===== config.mk =====
export PLATFORM = sky130hd
export DESIGN_NAME = lbus_timeout_mon
export DESIGN_NICKNAME = d
export VERILOG_FILES = /design/src/rtl/lbto_pkg.sv /design/src/rtl/lbto_limit_dec.sv /design/src/rtl/lbto_cycle_ctl.sv /design/src/rtl/lbto_status.sv /design/src/rtl/lbus_timeout_mon.sv
export SDC_FILE = /design/constraint.sdc
export NUM_CORES = 1
export LEC_CHECK = 0
export BUFFER_PORTS_ARGS = -buffer_cell sky130_fd_sc_hd__buf_4
export CAP_MARGIN = 40
export CORE_ASPECT_RATIO = 1.75
export CORE_UTILIZATION = 35
export CTS_BUF_LIST = sky130_fd_sc_hd__clkbuf_4
export CTS_CLUSTER_SIZE = 14
export DETAILED_ROUTE_END_ITERATION = 7
export GPL_ROUTABILITY_DRIVEN = 0
export PLACE_DENSITY_LB_ADDON = 0.2
export SETUP_SLACK_MARGIN = 0.5
export SYNTH_ARGS = -nofsm -noshare
export SYNTH_HDL_FRONTEND = slang
export SYNTH_SLANG_ARGS = --single-unit

===== constraint.sdc =====
create_clock -name clk -period 5.85 [get_ports clk]
set_clock_uncertainty 0.05 [all_clocks]
set_input_delay 0.585 -clock clk [delete_from_list [all_inputs] [get_ports clk]]
set_output_delay 0.585 -clock clk [all_outputs]
set_load 0.005 [all_outputs]

===== src/rtl/lbto_pkg.sv =====
package lbto_pkg;
  typedef enum logic [1:0] {
    SEL_SHORT = 2'b00,
    SEL_MID   = 2'b01,
    SEL_LONG  = 2'b10,
    SEL_NONE  = 2'b11
  } lim_sel_e;
endpackage


===== src/rtl/lbto_limit_dec.sv =====
module lbto_limit_dec #(
  parameter int LIM_SHORT = 8,
  parameter int LIM_MID   = 64,
  parameter int LIM_LONG  = 256,
  parameter int CNT_W     = 9
) (
  input  logic [1:0]       sel,
  output logic [CNT_W-1:0] limit,
  output logic             unlimited
);
  import lbto_pkg::*;

  always_comb begin
    limit     = CNT_W'(LIM_LONG);
    unlimited = 1'b0;
    case (lim_sel_e'(sel))
      SEL_SHORT: limit = CNT_W'(LIM_SHORT);
      SEL_MID:   limit = CNT_W'(LIM_MID);
      SEL_LONG:  limit = CNT_W'(LIM_LONG);
      default:   unlimited = 1'b1;
    endcase
  end
endmodule


===== src/rtl/lbto_cycle_ctl.sv =====
module lbto_cycle_ctl #(
  parameter int CNT_W = 9
) (
  input  logic             clk,
  input  logic             rst_n,
  input  logic             cyc_start,
  input  logic             cyc_done,
  input  logic             cyc_remote,
  input  logic             mon_en,
  input  logic             us_tick,
  input  logic [CNT_W-1:0] limit,
  input  logic             unlimited,
  output logic             expire
);
  logic             active_q, active_d;
  logic             exempt_q, exempt_d;
  logic [CNT_W-1:0] cnt_q, cnt_d;
  logic             cnt_en, ctl_en;
  logic             counting, reach;

  // timing is live only for a local, enabled, finitely limited cycle
  always_comb begin
    counting = active_q && !exempt_q && mon_en && !unlimited;
    reach    = counting && us_tick && (cnt_q >= (limit - 1'b1));
    // a start or a normal completion in the same clock takes precedence
    expire   = reach && !cyc_done && !cyc_start;
  end

  always_comb begin
    active_d = active_q;
    exempt_d = exempt_q;
    cnt_d    = cnt_q;
    ctl_en   = 1'b0;
    cnt_en   = 1'b0;
    if (cyc_start) begin
      active_d = 1'b1;
      exempt_d = cyc_remote;
      cnt_d    = '0;
      ctl_en   = 1'b1;
      cnt_en   = 1'b1;
    end else if (cyc_done || expire) begin
      active_d = 1'b0;
      ctl_en   = 1'b1;
    end else if (counting && us_tick) begin
      cnt_d  = cnt_q + 1'b1;
      cnt_en = 1'b1;
    end
  end

  always_ff @(posedge clk or negedge rst_n) begin
    if (!rst_n) begin
      active_q <= 1'b0;
      exempt_q <= 1'b0;
    end else if (ctl_en) begin
      active_q <= active_d;
      exempt_q <= exempt_d;
    end
  end

  always_ff @(posedge clk or negedge rst_n) begin
    if (!rst_n) begin
      cnt_q <= '0;
    end else if (cnt_en) begin
      cnt_q <= cnt_d;
    end
  end
endmodule


===== src/rtl/lbto_status.sv =====
module lbto_status (
  input  logic clk,
  input  logic rst_n,
  input  logic expire,
  input  logic stat_clr,
  output logic terr_ack,
  output logic terr_sticky
);
  logic ack_q, ack_d;
  logic sticky_q, sticky_d;

  always_comb begin
    ack_d    = expire;
    sticky_d = expire | (sticky_q & ~stat_clr);
  end

  always_ff @(posedge clk or negedge rst_n) begin
    if (!rst_n) begin
      ack_q    <= 1'b0;
      sticky_q <= 1'b0;
    end else begin
      ack_q    <= ack_d;
      sticky_q <= sticky_d;
    end
  end

  assign terr_ack    = ack_q;
  assign terr_sticky = sticky_q;
endmodule


===== src/rtl/lbus_timeout_mon.sv =====
module lbus_timeout_mon #(
  parameter int LIM_SHORT = 8,
  parameter int LIM_MID   = 64,
  parameter int LIM_LONG  = 256
) (
  input  logic       clk,
  input  logic       rst_n,
  input  logic       cyc_start,
  input  logic       cyc_done,
  input  logic       cyc_remote,
  input  logic       mon_en,
  input  logic [1:0] lim_sel,
  input  logic       us_tick,
  input  logic       stat_clr,
  output logic       terr_ack,
  output logic       terr_sticky
);
  localparam int LIM_MAX = (LIM_LONG > LIM_MID) ?
                           ((LIM_LONG > LIM_SHORT) ? LIM_LONG : LIM_SHORT) :
                           ((LIM_MID > LIM_SHORT) ? LIM_MID : LIM_SHORT);
  localparam int CNT_W   = $clog2(LIM_MAX + 1);

  logic [CNT_W-1:0] limit;
  logic             unlimited;
  logic             expire;

  lbto_limit_dec #(
    .LIM_SHORT(LIM_SHORT), .LIM_MID(LIM_MID), .LIM_LONG(LIM_LONG), .CNT_W(CNT_W)
  ) u_dec (
    .sel(lim_sel), .limit(limit), .unlimited(unlimited)
  );

  lbto_cycle_ctl #(.CNT_W(CNT_W)) u_ctl (
    .clk(clk), .rst_n(rst_n), .cyc_start(cyc_start), .cyc_done(cyc_done),
    .cyc_remote(cyc_remote), .mon_en(mon_en), .us_tick(us_tick),
    .limit(limit), .unlimited(unlimited), .expire(expire)
  );

  lbto_status u_stat (
    .clk(clk), .rst_n(rst_n), .expire(expire), .stat_clr(stat_clr),
    .terr_ack(terr_ack), .terr_sticky(terr_sticky)
  );
endmodule


==> results of run 1 <==
[area by class of cell]
class | count | area, um^2 | area share
repair buffers | 11 | 82.6 | 0.0872
clock buffers | 4 | 30.0 | 0.0317
flip-flops and latches | 13 | 325 | 0.343
well taps | 25 | 31.3 | 0.0330
multi-input cells | 58 | 459 | 0.485
inverters | 5 | 18.8 | 0.0198
[state kept, by name, indices dropped and copies added, names as in the netlist]
signal / count
u_ctl.cnt_q: 9
u_ctl.exempt_q: 1
u_stat.terr_ack: 1
u_ctl.active_q: 1
u_stat.terr_sticky: 1
[through the flow]
stage / cells / total power (W)
floorplan: 79 / 0.000102
global placement: 112 / 0.000109
detailed placement: 112 / 0.000110
CTS: 116 / 0.000172
global route: 116 / 0.000177
finish: 116 / 0.000168
[per-layer routing]
metal,global-route usage,vias to the layer above,wire [um]
li1,-,327,-
met1,0.199,328,715
met2,0.252,11,925
met3,0.0300,2,60
met4,0.0647,0,13
met5,0,-,0
[cell families (layout without fill, tap and decap cells)]
group           Yosys count  after routing
compound gates           25             25
flops                    13             13
fa+ha+maj                 4              4
mux                       2              2
simple gates             26             26
buf+inv                   8             20
other cells               1              1
[final timing paths]
path,end,cells past startpoint
hold reg to reg,u_stat.terr_sticky,1
hold / removal,u_ctl.cnt_q[3],1
min in group clk,u_stat.terr_sticky,1
setup reg to reg,u_ctl.cnt_q[6],6
setup / recovery,u_ctl.cnt_q[6],6
max in group asynchronous,u_ctl.active_q,1
[power breakdown]
part | switching, W | internal (W) | total [W]
registers | 0.000000796 | 0.0000911 | 0.0000919
logic | 0.00000829 | 0.00000737 | 0.0000157
clock network | 0.0000292 | 0.0000310 | 0.0000602
[cells in the mapped netlist (all sizes together)]
cell type | n | area (um^2)
and2b | 1 | 8.76
conb | 1 | 3.75
o31ai | 6 | 45.0
nand3 | 1 | 5.00
inv | 5 | 18.8
o211ai | 1 | 21.3
a21oi | 9 | 45.0
a21o | 2 | 16.3
or4 | 6 | 45.0
buf | 1 | 11.3
mux2 | 2 | 22.5
nand4b | 2 | 38.8
and2 | 1 | 7.51
nand2 | 2 | 7.51
a211oi | 2 | 15.0
dfrtp | 13 | 325
nand4 | 3 | 18.8
a2111o | 1 | 11.3
a22oi | 1 | 21.3
and4 | 1 | 8.76
ha | 4 | 50.1
nand2b | 1 | 6.26
nor3 | 1 | 5.00
or3 | 3 | 21.3
o21ai | 2 | 10.0
nor2 | 3 | 11.3
o21bai | 1 | 7.51
clkbuf | 2 | 27.5
nor2b | 1 | 6.26
==> results.cfg, run 1 <==
[run_status]
status = completed

[logic_synthesis]
synth_top_family_by_area = compound AO/OA/AOI/OAI gates
yosys.area_share.simple = 0.226
netlist_instances = 79
synth_area_per_cell_um2 = 10.7
ys_types = 32
synth_adder_area_share = 0.0594
synth.yosys.warnings = 0
synth-seq-cells = 13
syn_nets = 93
seq_area_frac_synth = 0.386
syn_area_um2 = 842
synth_compound_area_frac = 0.229
synth_xor_xnor_area_share = 0
synth.mux.area_fraction = 0.0267

[worst_setup_path]
cpLargestDelayFamily = compound AO/OA/AOI/OAI gates
start_kind = flip-flop
critical_path.max_fanout = 18
path_buf_inv = 0
rrSetupSlack_ps = 3640
crit_path_cell_trace = ha_1, a211oi_1, a2111o_1, o211ai_4, or4_1, a21oi_1
cp_slowest_cell = or4_1
max_stage_delay_ps = 500
crit_type = flip-flop to flip-flop
required_ps = 5990
cp-startpoint = u_ctl.cnt_q[0]
reg2reg_from = u_ctl.cnt_q[0]
worst_ep_arrival_time_ps = 2350
end_kind = flip-flop

[power]
leakage_nw = 0.448
power_density_mw_per_mm2 = 177
peakVddDrop_mv = 0.0882

[floorplanning]
design.core.area_mm2 = 0.00227
die_y_um = 66.9
fp-row-count = 23
die_area_mm2 = 0.00261
start_util = 0.370
io_pins = 12
die_w_um = 39.1

[routing]
routed_wl_um = 1720
drtPass1Iterations = 4
vias_per_cell = 5.76
wl_per_cell_um = 14.8
ant_nets = 0
vias = 668
route.detailed.drc = 0
drt-initial-drc-count = 15

[global_route]
grt_usage = 0.157
grt_pass1_vias = 646
grt_overflow = 0
grt_pass1_wl_um = 2910
antenna_found_initial = 0
grt_max_degree = 19

[job]
drv_cap = 0

[clocking]
cts_sinks = 13
ctsResizeCount = 0
post_cts.repair.setup_buffers = 0
cts_tree = yes
clk_path_buf_depth = 2
cts_root_buf = clkbuf_4
cts_hold_buffers = 0
cts-htree-levels = 1
cts_buffers = 3
clk_pin_slew_worst_paths_ps = 80
worstSkewPairLatency_ps = 270

[sta]
final-hold-violation-count = 0
fmax_ghz = 0.453
timing.hold.ws_ps = 85.2
finalCritPeriodShare = 0.377
fin_setup_tns_ps = 0
worst_slack_ps = 3640
rsz0062_at_grt = false
setup_viol = 0
finalMaxSlewViolations = 0
post-route-min-period_ps = 2210

[hold_path]
hp-class = primary input to asynchronous set/reset pin

[layout]
antenna_cells = 0
mostFrequentLayoutCell = dfrtp_1
final_cell_mix = 13 x dfrtp_1, 11 x buf_4, 9 x a21oi_1, 6 x o31ai_1, 6 x or4_1
fin_area_um2 = 947
area_delta_synth_final_pct = 12.5
final_layout_size_suffix_gt1_frac = 0.286
final_util = 0.417
fin_nets = 106
fill_cells = 238

[placed_design]
place_area_um2 = 917
post-place-ws_ps = 3410
numPortBuffers = 11
dp_hpwl_um = 1270
Power figures use the tool's default switching activity.
==> inputs of run 2 (changes only) <==
==> constraint.sdc (replaced) <==
create_clock -name clk -period 2 [get_ports clk]
set_clock_uncertainty 0.05 [all_clocks]
set_input_delay 0.2 -clock clk [delete_from_list [all_inputs] [get_ports clk]]
set_output_delay 0.2 -clock clk [all_outputs]
set_load 0.005 [all_outputs]
==> run 2 against run 1 <==
  * Clock-buffer cell count did not move
  * Largest power group unchanged
  * Global-route usage rose by 1.7 points
  * Sequential power rose to 2.9 times the previous value
  * Largest cell class unchanged
  * Highest routed layer unchanged
  * Via count rose by 9.1%
  * Critical path type unchanged
==> results.cfg, run 2 (synthesis results as in run 1) <==
[clocking]
cts-htree-levels = 1
cts_buffers = 3
clk_pin_slew_worst_paths_ps = 80
clk_path_buf_depth = 2
worstSkewPairLatency_ps = 270
cts_sinks = 13
cts_tree = yes
cts_root_buf = clkbuf_4

[power]
power_density_mw_per_mm2 = 436
leakage_nw = 0.519
p_int_w = 0.000385
pwr-share-seq = 0.540
swShare = 0.225
comb_power_share = 0.113
clkPwrFrac = 0.347
p_switching_w = 0.000112
peakVddDrop_mv = 0.327

[sta]
final-hold-violation-count = 0
timing.hold.ws_ps = 117
rsz0062_at_grt = true
fmax_ghz = 0.512
finalMaxSlewViolations = 0
post-route-min-period_ps = 1950
finalCritPeriodShare = 0.977
fin_setup_tns_ps = 0
setup_viol = 0

[job]
drv_cap = 0

[layout]
antenna_cells = 0
area_delta_synth_final_pct = 35.4
largest-register = u_ctl.cnt_q
final_util = 0.501
multiInputGateArea_um2 = 548
final_cell_mix = 22 x buf_4, 13 x dfrtp_1, 9 x a21oi_1, 6 x o31ai_1
largest_reg_flops = 9
fill_cells = 210
mostFrequentLayoutCell = buf_4
seq_area_um2 = 325
fin_area_mm2 = 0.00114
final_layout_size_suffix_gt1_frac = 0.438
fin_nets = 120

[global_route]
grt_usage = 0.174
grt_overflow = 0
grt_max_degree = 19
grt_pass1_vias = 735
grt_pass1_wl_um = 3210
antenna_found_initial = 0

[run_status]
status = completed

[worst_setup_path]
worst_ep_arrival_time_ps = 2100
start_kind = flip-flop
crit_type = flip-flop to flip-flop
required_ps = 2150
critical_path.max_fanout = 8
reg2reg_from = u_ctl.cnt_q[0]
end_kind = flip-flop
cp-startpoint = u_ctl.cnt_q[0]

[floorplanning]
fp-row-count = 23
die_w_um = 39.1
design.core.area_mm2 = 0.00227
io_pins = 12
die_area_mm2 = 0.00261
die_y_um = 66.9
start_util = 0.370

[routing]
drt-initial-drc-count = 20
wl_per_cell_um = 14.9
vias_per_cell = 5.61
vias = 729
drtPass1Iterations = 4
routed_wl_um = 1930
route.detailed.drc = 0
ant_nets = 0

[hold_path]
holdCritStartpoint = cyc_remote
hp-class = primary input to flip-flop

[placed_design]
numPortBuffers = 11
dp_hpwl_um = 1360
place_area_mm2 = 0.00104
-- run 2: stage by stage --
stage | cells | setup WS, ps | power, W
final | 130 | 46.1 | 0.000496
after global routing | 130 | -10.5 | 0.000519
after CTS | 128 | 44.0 | 0.000506
after detailed placement | 120 | -19.8 | 0.000328
after global placement | 120 | 53.9 | 0.000327
after floorplan | 79 | 201 | 0.000301
-- run 2: timing repair --
action	in CTS	in global routing
pin swaps	4	6
setup endpoints to repair	12	12
endpoints found under the hold margin	13	0
setup buffers	2	2
hold buffers	1	0
gates resized for setup	3	1
cloned	1	0
-- run 2: routing by layer --
| layer | vias up | wire length [um] | GRT usage |
|---|---|---|---|
| met5 | - | 0 | 0 |
| met4 | 0 | 16 | 0.0690 |
| met3 | 2 | 42 | 0.0100 |
| met2 | 11 | 1060 | 0.308 |
| met1 | 358 | 817 | 0.206 |
| li1 | 358 | - | - |
-- run 2: path summary, 6_finish.rpt --
path	cells after the start	endpoint	slack, ps
worst min-delay path	2	u_ctl.exempt_q	120
worst min register to register	1	u_stat.terr_sticky	440
max in group asynchronous	2	u_ctl.exempt_q	1470
worst max register to register	6	u_ctl.cnt_q[5]	50
worst max-delay path	6	u_ctl.cnt_q[5]	50
min in group asynchronous	2	u_ctl.cnt_q[5]	260
-- run 2: final cells by class --
cell class	instances	area share
clock buffer	4	0.0263
tap	25	0.0274
inverter	5	0.0165
multi-input combinational	59	0.481
sequential	13	0.285
timing repair buffer	24	0.164
-- run 2: worst max-delay path: stages (launching register included) --
cell and delay [ps]:
dfrtp_1 420, ha_4 180, a211oi_2 190, a2111o_1 270, o211ai_4 150, or4_4 490
a21oi_1 140
-- run 2: power groups by stage --
stage / logic, W / clock network (W) / registers (W)
global placement: 0.0000534 / 0 / 0.000273
global route: 0.0000620 / 0.000189 / 0.000269
finish: 0.0000559 / 0.000172 / 0.000268
detailed placement: 0.0000545 / 0 / 0.000274
floorplan: 0.0000277 / 0 / 0.000274
CTS: 0.0000567 / 0.000181 / 0.000268
==> inputs of run 3 (changes only) <==
==> constraint.sdc (replaced) <==
create_clock -name clk -period 1.77 [get_ports clk]
set_clock_uncertainty 0.05 [all_clocks]
set_input_delay 0.177 -clock clk [delete_from_list [all_inputs] [get_ports clk]]
set_output_delay 0.177 -clock clk [all_outputs]
set_load 0.005 [all_outputs]
==> run 3 against run 2 <==
  * Worst setup slack got worse by 230 ps
  * Highest routed layer unchanged
  * Cell count rose by 8.5%
  * Largest cell class unchanged
  * Sequential share of layout area fell by 2.7 points
  * Via count rose by 9.1%
  * Register-to-register slack got worse by 230 ps
  * Routed wire length rose by 18%
  * Worst hold slack got worse by 62 ps
  * Global-route usage rose by 3.0 points
  * The run now ends with setup timing left
  * First-iteration DRC count fell by 60%
  * Clock power rose by 25%
  * Design area rose by 11%
==> results.cfg, run 3 (synthesis results as in run 1) <==
[run_status]
status = complete, but fails checks
violations = setup timing

[routing]
wl_per_cell_um = 16.1
ant_nets = 0
drt-initial-drc-count = 8
vias_per_cell = 5.64
route.detailed.drc = 0
routed_wl_um = 2280
drtPass1Iterations = 4
vias = 795

[floorplanning]
design.core.area_mm2 = 0.00227
die_y_um = 66.9
die_area_mm2 = 0.00261
fp-row-count = 23
start_util = 0.370
die_w_um = 39.1
io_pins = 12

[clocking]
cts_tree = yes
cts_sinks = 13
clk_path_buf_depth = 2
cts-htree-levels = 1
cts_buffers = 3
clk_pin_slew_worst_paths_ps = 90
worstSkewPairLatency_ps = 290
cts_root_buf = clkbuf_4

[worst_setup_path]
crit_type = flip-flop to flip-flop
end_kind = flip-flop
cp_slowest_cell = or4_4
critical_path.max_fanout = 7
max_stage_delay_ps = 500
required_ps = 1940
rrSetupSlack_ps = -180
rr_endpoint = u_ctl.cnt_q[6]
rr_worst_depth = 6
worst_ep_arrival_time_ps = 2120
crit_path_cell_trace = ha_4, a211oi_2, a2111o_1, o211ai_4, or4_4, a21oi_2
crit_end = u_ctl.cnt_q[6]
start_kind = flip-flop
cp-startpoint = u_ctl.cnt_q[1]
reg2reg_from = u_ctl.cnt_q[1]

[placed_design]
numPlacedInstances = 129
dp_hpwl_um = 1430
post-place-ws_ps = -190
numPortBuffers = 11

[layout]
largest-register = u_ctl.cnt_q
final_cells = 141
fill_cells = 201
seq_area_um2 = 325
antenna_cells = 0
mostFrequentLayoutCell = buf_4
final_cell_mix = 32 x buf_4, 13 x dfrtp_1, 5 x inv_1, 5 x a21oi_2, 5 x o31ai_1
final_layout_size_suffix_gt1_frac = 0.560
area_delta_synth_final_pct = 49.8
multiInputGateArea_um2 = 583
largest_reg_flops = 9
fin_nets = 131

[power]
swShare = 0.252
power_density_mw_per_mm2 = 468
leakage_nw = 0.578
total_power_w = 0.000590
comb_power_share = 0.122
clkPwrFrac = 0.364
p_switching_w = 0.000149
peakVddDrop_mv = 0.338
pwr-share-seq = 0.514
p_int_w = 0.000441

[global_route]
grt_pass1_vias = 777
grt_usage = 0.204
antenna_found_initial = 0
grt_pass1_wl_um = 3610
grt_overflow = 0
grt_max_degree = 15

[sta]
finalCritPeriodShare = 1.10
final-hold-violation-count = 0
setup_viol = 12
worst_slack_ps = -182
post-route-min-period_ps = 1950
fmax_ghz = 0.512
finalMaxSlewViolations = 0
rsz0062_at_grt = true
timing.hold.ws_ps = 55.2

[hold_path]
hold_depth = 2
hp-class = primary input to flip-flop

[job]
drv_cap = 0
run 3: cell count changes in the layout (fill, tap and decap cells not counted), moves of 2 or more:
cell,delta
buf_4,+10
a21oi_1,-5
a21oi_2,+5
or4_1,-2
or4_4,+2
run 3: final cells by class:
class / count / share of cell area
multi-input cells: 59 / 0.462
flip-flops and latches: 13 / 0.258
repair buffers: 35 / 0.216
well taps: 25 / 0.0248
clock buffers: 4 / 0.0238
inverters: 5 / 0.0149
run 3: per-stage QoR:
step	util	area, um^2	TNS [ps]
after floorplan	-	901	-167
after detailed placement	0.485	1100	-1370
final	0.555	1260	-1670
after global routing	0.555	1260	-2350
after global placement	0.485	1100	-1050
after CTS	0.536	1220	-1330
run 3: worst min-delay path by stage:
stage	to	startpoint	slack [ps]
floorplan	u_ctl.active_q	rst_n	-170
global placement	u_ctl.cnt_q[0]	rst_n	-20
detailed placement	u_ctl.cnt_q[0]	rst_n	-10
CTS	u_ctl.cnt_q[8]	cyc_start	50
global route	u_ctl.cnt_q[6]	cyc_start	60
finish	u_ctl.cnt_q[6]	cyc_start	60
run 3: critical path, delay by kind of cell, from the launching register on:
kind / cells / cell delay [ps]
flip-flops: 1 / 420
adder cells (fa/ha/maj): 1 / 180
AO/OA/AOI/OAI: 4 / 720
AND/OR/NAND/NOR: 1 / 500
run 3: metal layers:
layer	routed length, um	up-vias	track usage	share of wire
met5	0	-	0	0
li1	-	380	-	-
met1	913	393	0.247	0.40
met3	58	8	0.0167	0.025
met4	74	0	0.134	0.033
met2	1230	14	0.327	0.54
run 3: timing repair:
action,4_1_cts,5_1_grt
pin swaps,6,2
hold buffers,1,0
hold endpoints to repair,13,0
gates resized for setup,5,9
cloned,1,0
buffers inserted,5,1
endpoints found under the setup margin,12,12
run 3: power groups by stage:
| stage | logic (W) | clock network (W) | registers (W) |
|---|---|---|---|
| finish | 0.0000720 | 0.000215 | 0.000303 |
| global route | 0.0000789 | 0.000230 | 0.000304 |
| CTS | 0.0000721 | 0.000227 | 0.000303 |
| detailed placement | 0.0000686 | 0 | 0.000309 |
| global placement | 0.0000664 | 0 | 0.000309 |
| floorplan | 0.0000313 | 0 | 0.000309 |
